===== config.mk =====
export PLATFORM = sky130hd
export DESIGN_NAME = xlat_mmu
export DESIGN_NICKNAME = d
export VERILOG_FILES = /design/src/rtl/xlat_pkg.sv /design/src/rtl/xlat_tlb.sv /design/src/rtl/xlat_ctrl.sv /design/src/rtl/xlat_mmu.sv
export SDC_FILE = /design/constraint.sdc
export NUM_CORES = 1
export LEC_CHECK = 0
export BUFFER_PORTS_ARGS = -buffer_cell sky130_fd_sc_hd__buf_2
export CAP_MARGIN = 20
export CORE_MARGIN = 2
export CORE_UTILIZATION = 55
export CTS_BUF_LIST = sky130_fd_sc_hd__clkbuf_8
export DETAILED_ROUTE_END_ITERATION = 8
export PLACE_DENSITY = 0.75
export SLEW_MARGIN = 10
export SYNTH_ARGS = -nofsm -noshare
export SYNTH_HDL_FRONTEND = slang
export SYNTH_SLANG_ARGS = --single-unit

===== constraint.sdc =====
create_clock -name clk -period 5.04 [get_ports clk]
set_clock_uncertainty 0.05 [all_clocks]
set_input_delay 0.504 -clock clk [delete_from_list [all_inputs] [get_ports clk]]
set_output_delay 0.504 -clock clk [all_outputs]
set_load 0.02 [all_outputs]

===== src/rtl/xlat_pkg.sv =====
package xlat_pkg;
   typedef enum logic [1:0] {
      WK_IDLE   = 2'd0,
      WK_DIR    = 2'd1,
      WK_INNER  = 2'd2,
      WK_REFILL = 2'd3
   } wk_state_e;
endpackage


===== src/rtl/xlat_tlb.sv =====
module xlat_tlb #(
   parameter int unsigned TAG_W   = 20,
   parameter int unsigned PFN_W   = 20,
   parameter int unsigned ENTRIES = 8
) (
   input  logic             clk,
   input  logic             rst_n,
   input  logic [TAG_W-1:0] lk_tag,
   output logic             lk_hit,
   output logic [PFN_W-1:0] lk_pfn,
   input  logic             inv_all,
   input  logic             wr_en,
   input  logic [TAG_W-1:0] wr_tag,
   input  logic [PFN_W-1:0] wr_pfn
);
   localparam int unsigned PTR_W = (ENTRIES > 1) ? $clog2(ENTRIES) : 1;

   initial begin
      assert (ENTRIES >= 2 && (ENTRIES & (ENTRIES - 1)) == 0)
         else $error("xlat_tlb: ENTRIES must be a power of two >= 2");
   end

   logic [ENTRIES-1:0] vld_q;
   logic [ENTRIES-1:0] match;
   logic [TAG_W-1:0]   tag_q [ENTRIES];
   logic [PFN_W-1:0]   pfn_q [ENTRIES];
   logic [PTR_W-1:0]   ptr_q;

   for (genvar g = 0; g < ENTRIES; g++) begin : g_cmp
      assign match[g] = vld_q[g] && (tag_q[g] == lk_tag);
   end

   always_comb begin
      lk_pfn = '0;
      for (int i = 0; i < ENTRIES; i++)
         if (match[i]) lk_pfn = lk_pfn | pfn_q[i];
   end
   assign lk_hit = |match;

   always_ff @(posedge clk) begin
      if (!rst_n) begin
         vld_q <= '0;
         ptr_q <= '0;
      end else if (inv_all) begin
         vld_q <= '0;
      end else if (wr_en) begin
         vld_q[ptr_q] <= 1'b1;
         ptr_q        <= PTR_W'(ptr_q + 1'b1);
      end
   end

   always_ff @(posedge clk) begin
      if (wr_en && !inv_all) begin
         tag_q[ptr_q] <= wr_tag;
         pfn_q[ptr_q] <= wr_pfn;
      end
   end

   // invalidation empties every slot
   a_r8_inv_empties: assert property (@(posedge clk) disable iff (!rst_n)
      inv_all |=> (vld_q == '0));
   // refills never create two matching slots
   a_r6_single_match: assert property (@(posedge clk) disable iff (!rst_n)
      $onehot0(match));
   // a refill makes its written tag visible next cycle
   a_r6_fill_hits: assert property (@(posedge clk) disable iff (!rst_n)
      (wr_en && !inv_all) |=> vld_q[$past(ptr_q)]);
endmodule


===== src/rtl/xlat_ctrl.sv =====
module xlat_ctrl
   import xlat_pkg::*;
#(
   parameter int unsigned VA_W  = 32,
   parameter int unsigned OFF_W = 12,
   parameter int unsigned LVL_W = 10
) (
   input  logic                   clk,
   input  logic                   rst_n,
   input  logic                   start,
   input  logic [VA_W-1:0]        start_va,
   input  logic                   tlb_hit,
   input  logic [VA_W-OFF_W-1:0]  tlb_pfn,
   input  logic [VA_W-OFF_W-1:0]  base_pfn,
   input  logic                   inv_any,
   output logic                   idle,
   output logic                   mem_req,
   output logic [VA_W-1:0]        mem_addr,
   input  logic                   mem_ack,
   input  logic [VA_W-1:0]        mem_rdata,
   output logic                   rsp_valid,
   output logic [VA_W-1:0]        rsp_paddr,
   output logic                   rsp_fault,
   output logic                   fill_we,
   output logic [VA_W-OFF_W-1:0]  fill_vpn,
   output logic [VA_W-OFF_W-1:0]  fill_pfn
);
   localparam int unsigned PFN_W = VA_W - OFF_W;
   localparam int unsigned ENT_B = OFF_W - LVL_W;

   initial begin
      assert (PFN_W == 2 * LVL_W) else $error("xlat_ctrl: page number must split in two equal levels");
      assert (ENT_B == 2) else $error("xlat_ctrl: one table level must fill one page of 4-byte entries");
   end

   wk_state_e           st_q;
   logic [VA_W-1:0]     va_q;
   logic [PFN_W-1:0]    frame_q;
   logic                stale_q;
   logic                ent_ok;
   logic [PFN_W-1:0]    ent_pfn;

   assign ent_ok  = mem_rdata[0];
   assign ent_pfn = mem_rdata[VA_W-1:OFF_W];
   assign idle    = (st_q == WK_IDLE);
   assign mem_req = (st_q == WK_DIR) || (st_q == WK_INNER);

   always_comb begin
      if (st_q == WK_DIR)
         mem_addr = {frame_q, va_q[VA_W-1 -: LVL_W], {ENT_B{1'b0}}};
      else
         mem_addr = {frame_q, va_q[OFF_W+LVL_W-1 -: LVL_W], {ENT_B{1'b0}}};
   end

   assign fill_we  = (st_q == WK_REFILL) && !stale_q && !inv_any;
   assign fill_vpn = va_q[VA_W-1:OFF_W];
   assign fill_pfn = frame_q;

   always_ff @(posedge clk) begin
      if (!rst_n) begin
         st_q      <= WK_IDLE;
         va_q      <= '0;
         frame_q   <= '0;
         stale_q   <= 1'b0;
         rsp_valid <= 1'b0;
         rsp_paddr <= '0;
         rsp_fault <= 1'b0;
      end else begin
         rsp_valid <= 1'b0;
         if (st_q != WK_IDLE && inv_any) stale_q <= 1'b1;
         case (st_q)
            WK_IDLE: if (start) begin
               va_q    <= start_va;
               stale_q <= 1'b0;
               if (tlb_hit) begin
                  rsp_valid <= 1'b1;
                  rsp_fault <= 1'b0;
                  rsp_paddr <= {tlb_pfn, start_va[OFF_W-1:0]};
               end else begin
                  frame_q <= base_pfn;
                  st_q    <= WK_DIR;
               end
            end
            WK_DIR, WK_INNER: if (mem_ack) begin
               if (!ent_ok) begin
                  rsp_valid <= 1'b1;
                  rsp_fault <= 1'b1;
                  rsp_paddr <= '0;
                  st_q      <= WK_IDLE;
               end else begin
                  frame_q <= ent_pfn;
                  st_q    <= (st_q == WK_DIR) ? WK_INNER : WK_REFILL;
               end
            end
            default: begin
               rsp_valid <= 1'b1;
               rsp_fault <= 1'b0;
               rsp_paddr <= {frame_q, va_q[OFF_W-1:0]};
               st_q      <= WK_IDLE;
            end
         endcase
      end
   end

   // a pending read holds its address until acknowledged
   a_r11_addr_hold: assert property (@(posedge clk) disable iff (!rst_n)
      (mem_req && !mem_ack) |=> (mem_req && $stable(mem_addr)));
   // invalid directory entry faults at once, no inner read
   a_r4_dir_fault: assert property (@(posedge clk) disable iff (!rst_n)
      (st_q == WK_DIR && mem_ack && !ent_ok) |=> (rsp_valid && rsp_fault && !mem_req && rsp_paddr == '0));
   // refill cycle is followed by a good response
   a_r3_refill_resp: assert property (@(posedge clk) disable iff (!rst_n)
      (st_q == WK_REFILL) |=> (rsp_valid && !rsp_fault));
   // a walk overtaken by invalidation never refills
   a_r10_stale_nofill: assert property (@(posedge clk) disable iff (!rst_n)
      (st_q == WK_INNER && inv_any) |=> !fill_we);
endmodule


===== src/rtl/xlat_mmu.sv =====
module xlat_mmu #(
   parameter int unsigned VA_W        = 32,
   parameter int unsigned OFF_W       = 12,
   parameter int unsigned LVL_W       = 10,
   parameter int unsigned TLB_ENTRIES = 8
) (
   input  logic            clk,
   input  logic            rst_n,
   input  logic            req_valid,
   output logic            req_ready,
   input  logic [VA_W-1:0] req_vaddr,
   output logic            rsp_valid,
   output logic [VA_W-1:0] rsp_paddr,
   output logic            rsp_fault,
   output logic            mem_req,
   output logic [VA_W-1:0] mem_addr,
   input  logic            mem_ack,
   input  logic [VA_W-1:0] mem_rdata,
   input  logic            base_we,
   input  logic [VA_W-1:0] base_wdata,
   input  logic            flush
);
   localparam int unsigned PFN_W = VA_W - OFF_W;

   logic [PFN_W-1:0] base_q, base_nxt;
   logic             inv_any, start, idle;
   logic             hit_raw, hit_eff;
   logic [PFN_W-1:0] hit_pfn;
   logic             fill_we;
   logic [PFN_W-1:0] fill_vpn, fill_pfn;

   assign inv_any  = flush | base_we;
   assign base_nxt = base_we ? base_wdata[VA_W-1:OFF_W] : base_q;
   assign req_ready = idle;
   assign start     = req_valid & idle;
   assign hit_eff   = hit_raw & ~inv_any;

   always_ff @(posedge clk) begin
      if (!rst_n) base_q <= '0;
      else        base_q <= base_nxt;
   end

   xlat_tlb #(.TAG_W(PFN_W), .PFN_W(PFN_W), .ENTRIES(TLB_ENTRIES)) u_tlb (
      .clk     (clk),
      .rst_n   (rst_n),
      .lk_tag  (req_vaddr[VA_W-1:OFF_W]),
      .lk_hit  (hit_raw),
      .lk_pfn  (hit_pfn),
      .inv_all (inv_any),
      .wr_en   (fill_we),
      .wr_tag  (fill_vpn),
      .wr_pfn  (fill_pfn)
   );

   xlat_ctrl #(.VA_W(VA_W), .OFF_W(OFF_W), .LVL_W(LVL_W)) u_ctrl (
      .clk       (clk),
      .rst_n     (rst_n),
      .start     (start),
      .start_va  (req_vaddr),
      .tlb_hit   (hit_eff),
      .tlb_pfn   (hit_pfn),
      .base_pfn  (base_nxt),
      .inv_any   (inv_any),
      .idle      (idle),
      .mem_req   (mem_req),
      .mem_addr  (mem_addr),
      .mem_ack   (mem_ack),
      .mem_rdata (mem_rdata),
      .rsp_valid (rsp_valid),
      .rsp_paddr (rsp_paddr),
      .rsp_fault (rsp_fault),
      .fill_we   (fill_we),
      .fill_vpn  (fill_vpn),
      .fill_pfn  (fill_pfn)
   );

   // no new request is taken while a table read is pending
   a_r11_ready_idle: assert property (@(posedge clk) disable iff (!rst_n)
      req_ready |-> !mem_req);
   // a hit answers on the next cycle without touching memory
   a_r1_hit_next: assert property (@(posedge clk) disable iff (!rst_n)
      (start && hit_eff) |=> (rsp_valid && !rsp_fault && !mem_req));
endmodule


# [After elaboration in Yosys (flattened, before gate mapping)]
# Memory sizes are Yosys's and may differ from the RTL's.
# Index checks and enable logic that the tools add are counted.
[op_classes] n_mux=43 n_reduce_logical=27 bitwise=13 eq_ne=17 n_addsub=1 magnitude_cmp=2
[op_table] op="$mux W20" count=13
[op_table] op="$eq A20 B20 Y1" count=8
[op_table] op="$or A20 B20 Y20" count=7
[op_table] op="$mux W32" count=4
[op_table] op="$pmux W32 S2" count=1
[op_table] op="$pmux W20 S2" count=1
[op_table] op="$mux W1" count=15
[op_table] op="$logic_and A1 B1 Y1" count=13
[op_table] op="$mux W12" count=1
[op_table] op="$ne A2 B2 Y1 const B" count=5
[op_table] op="$mux W2" count=4
[op_table] op="$or A8 B8 Y8" count=1
[op_table] op="$reduce_or A8 Y1" count=1
[op_table] op="$reduce_and A5 Y1" count=1
[op_table] op="$eq A2 B2 Y1 const B" count=2
[op_table] op="$lt A3 B4 Y1 const B" count=1
[op_table] op="$pmux W1 S2" count=2
[op_table] op="$pmux W2 S2" count=1
[op_table] op="$reduce_and A2 Y1" count=2
[op_table] op="$reduce_and A4 Y1" count=1
[op_table] op="$reduce_bool A2 Y1" count=2
[op_table] op="$reduce_or A2 Y1" count=2
[op_table] op="$add A3 B1 Y3 const B" count=1
[op_table] op="$demux W1 S3" count=1
[op_table] op="10 further kinds" count=13
[totals] reg_bits=120 ram_bits=320 n_memories=2 out_inout_bits=68 in_bits=102
[memory_table] name="u_tlb.pfn_q" words=8 word_bits=20 read_ports=8 rd_clocked_by_memory_dff=0 wr=1 line="xlat_tlb.sv:26" text="logic [PFN_W-1:0] pfn_q [ENTRIES];"
[memory_table] name="u_tlb.tag_q" words=8 word_bits=20 read_ports=8 rd_clocked_by_memory_dff=0 wr=1 line="xlat_tlb.sv:25" text="logic [TAG_W-1:0] tag_q [ENTRIES];"

# [Longest topological paths before layout]
# An unclocked memory read counts as a cell.
[depth] depth_word=21 ltp_mapped=10

# [By module]
# A second synthesis with hierarchy kept.
[hier_totals] cells_unflattened=1399 area_unflattened_um2=18805.5
[modules_own_cells] module="xlat_tlb" n_inst=1 cells_each=850 seq_area_each_um2=9829.4 area_per_inst_um2=13519.2
[modules_own_cells] module="xlat_ctrl" n_inst=1 cells_each=481 seq_area_each_um2=1781.7 area_per_inst_um2=4409.2
[modules_own_cells] module="xlat_mmu" n_inst=1 cells_each=68 seq_area_each_um2=400.4 area_per_inst_um2=877.1

# [Worst setup path after synthesis]
# OpenSTA, ideal clock, no wires.
[synth_timing] path_type="input-to-reg" from="input base_we" to="memory u_tlb.pfn_q[0][0], enable pin" setup_slack_ps=494 cell_stages=5 path_buffers=1 arrival_time_ps=4006 path_cell_list="clkbuf_1 -> nor3_1 -> and2_0 -> nand2b_1 -> nor3_1"
[synth_via] elab_chain_len=6
[synth_lines] item="start, declared" line="xlat_mmu.sv:19" text="input logic base_we,"
[synth_lines] item="$or A1 B1 Y1 (*)" line="xlat_mmu.sv:32" text="assign inv_any = flush | base_we;"
[synth_lines] item="$logic_not A1 Y1 (*)" line="xlat_tlb.sv:53, xlat_ctrl.sv:55"
[synth_lines] item="$logic_and A1 B1 Y1" line="xlat_ctrl.sv:55" text="assign fill_we = (st_q == WK_REFILL) && !stale_q && !inv_any;"
[synth_lines] item="$logic_and A1 B1 Y1 (*)" line="xlat_tlb.sv:53" text="if (wr_en && !inv_all) begin"
[synth_lines] item="$mux W1 (*)" line="xlat_tlb.sv:53"
[synth_lines] item="$mux W1 (implied by the code) (*)" line="xlat_tlb.sv:55" text="pfn_q[ptr_q] <= wr_pfn;"
[synth_lines] item="end, declared" line="xlat_tlb.sv:26"
# Every way passes the cells marked *; elsewhere a longest branch is shown, timed or not.

==> impl_metrics.yaml <==
run_status:
  status: "completed"
clocking:
  clk_latency_ps: 600
  clockBufferDepth: 3
  clock_sinks: 440
  clk_pin_slew_ps: 60
  post-cts-setup-buffers: 0
  numCtsBuffers: 68
  cts_resized: 0
  hold_buffers: 0
  cts_max_level: 3
  cts-root-buf: "clkbuf_8"
  cts_tree: "built"
detailed_routing:
  met1_length_um: 19800
  ant_nets: 0
  dr_wl_met3_um: 7350
  wl_per_cell_um: 25.0
  wl_um: 53200
  drt_iter0_drc: 1586
  via_per_inst: 6.40
  top_layer: "met4"
  drtPass1Iterations: 8
  dr_wl_met2_um: 24600
  remaining_drc_errors: 0
  vias: 13647
timing:
  fin_crit_sh_pct: 72.0
  finalMaxSlewViolations: 0
  max_freq_ghz: 0.275
  fin_tns_setup_ps: 0
  worst_slack_ps: 1410
  hold_violations: 0
  setup_viol: 0
  finalCriticalPeriod_ps: 3630
  rsz0062_at_grt: "false"
  relSlewSlack_pct: 27.7
  tightest_slew_ps: 1080
global_route:
  antenna_found_initial: 0
  grt_start_max_net_pins: 88
  overflow: 0
  grt_pass1_vias: 13635
  track_usage_pct: 29.9
  grt_pass1_wl_um: 80400
floorplan:
  core_um2: 33500
  die_height_um: 189
  ioPinCount: 170
  start_util_pct: 56.0
  std_cell_rows: 67
  die_x_um: 189
  design.die.area_um2: 35600
critical_path:
  cp_max_fo: 26
  critical_path_class: "register to register"
  critPathCaptureType: "register"
  cp.arrival_ps: 4050
  worstPathRequired_ps: 5460
  cp-start-kind: "register"
yosys:
  async_flop_share_pct: 0
  yosysTopAreaCell: "edfxtp_1"
  synth-main-ff-cell: "edfxtp_1"
  synth.cell_area_um2: 18800
  syn_area_per_cell_um2: 12.5
  yosys.area_share.simple_pct: 12.9
  synth_compound_area_share_pct: 8.83
  yosysSeqAreaShare_pct: 64.0
  synth.ff_latch_count: 440
  muxShareOfSynthArea_pct: 2.89
  synthCells: 1505
  synth_edf_count: 320
  synthAdderAreaFrac_pct: 0.333
  synth_top_area_share_pct: 51.2
  synth_xor_area_share_pct: 7.51
  ys_types: 43
  yosysWarningCount: 0
  synth_area_leaders: "edfxtp_1, dfxtp_1, xor2_1, nand4_1, nand2_1"
  synth_top_family_by_area: "simple AND/OR/NAND/NOR gates"
job:
  drv_cap: 0
layout:
  syn_to_final_growth_pct: 13.4
  layout-drive-gt1-share_pct: 18.7
  layout_commonest_cell: "edfxtp_1"
  mostFrequentLayoutCells: "edfxtp_1, nand4_1, nand2_1"
  n_antenna_cell: 0
  fin_nets: 1738
  nFillCells: 2516
place:
  gp_congestion: 0.869
  port_buffers: 144
  dpl.hpwl_um: 31400
  pre_cts_ws_ps: 1150
min_path:
  hold_class: "input port to register"
pwr:
  leakage_nw: 7.68
  p_per_area_nw_per_um2: 441
  max-vdd-ir-drop_v: 0.000384
==> cells by family after synthesis <==
family,after synthesis
buf+inv,144
compound gates,234
fa+ha+maj,5
other cells,1
mux,53
simple gates,467
xor+xnor,161
flops,440
==> Yosys cell counts (all sizes together), types with 10 or more instances <==
master / n
buf: 40
xor2: 152
nor4: 52
nor2: 38
nand4: 168
o211a: 20
o211ai: 32
nand2: 153
o21ai: 34
edfxtp: 320
a21boi: 35
a221o: 12
clkbuf: 98
mux2i: 43
mux2: 10
nor2b: 23
dfxtp: 120
nor3: 12
nand3: 10
o22ai: 85
==> path summary, 6_finish.rpt <==
kind / startpoint / end / slack [ps] / depth (start not counted)
setup reg to reg: u_tlb.tag_q[3][2] / u_ctrl.rsp_paddr[10] / 1410 / 9
hold reg to reg: u_ctrl.rsp_paddr[8] / u_ctrl.rsp_paddr[8] / 410 / 2
setup / recovery: u_tlb.tag_q[3][2] / u_ctrl.rsp_paddr[10] / 1410 / 9
hold / removal: req_vaddr[2] / u_ctrl.va_q[2] / 120 / 3
==> critical path, stage by stage, from the launching register on <==
cell and delay, ps:
edfxtp_1 380, xor2_1 150, nor4_1 820, nand4_1 340, o22ai_1 370, nor2_1 200, a21bo_1 390, nand2_1 280
buf_4 350, o21ai_0 140
==> metal layers <==
layer	up-vias	GRT usage, %
met1	6552	39.2
met3	142	9.54
met5	-	0.549
li1	5959	-
met4	0	11.8
met2	994	46.5
==> report_power, final <==
part,total [mW],leakage [nW],switching (mW),internal (mW)
Sequential,4.83,3.93,0.464,4.37
Clock,2.83,0.771,1.37,1.46
Combinational,1.73,2.99,1.12,0.611
==> flip-flops by register name, indices dropped and copies added (netlist names) <==
register,cells
u_tlb.pfn_q,160
u_tlb.tag_q,160
u_ctrl.rsp_paddr,32
u_ctrl.va_q,32
base_q,20
u_ctrl.fill_pfn,20
u_tlb.vld_q,8
u_tlb.ptr_q,3
u_ctrl.st_q,2
u_ctrl.rsp_fault,1
u_ctrl.rsp_valid,1
u_ctrl.stale_q,1
==> metrics by stage <==
stage / hold slack [ps] / total power [mW] / instance area, um2 / util (%) / std cells
6_report: 119 / 9.39 / 21300 / 63.5 / 2134
2_1_floorplan: 394 / 5.85 / 18800 / - / 1506
3_5_place_dp: 400 / 6.58 / 20000 / 59.5 / 2008
4_1_cts: 87.7 / 9.36 / 21200 / 63.4 / 2133
3_3_place_gp: 396 / 6.53 / 20000 / 59.5 / 2008
5_1_grt: 109 / 9.73 / 21300 / 63.5 / 2134
==> final cells by class <==
class / count / area, um2 / share of cell area, %
Sequential cell: 440 / 12000 / 56.5
Clock inverter: 48 / 231 / 1.09
Tap cell: 448 / 561 / 2.63
Inverter: 6 / 22.5 / 0.106
Timing Repair Buffer: 193 / 1110 / 5.22
Clock buffer: 77 / 1060 / 4.98
Multi-Input combinational cell: 922 / 6280 / 29.5
No activity file was read; power rests on OpenSTA's default activity.
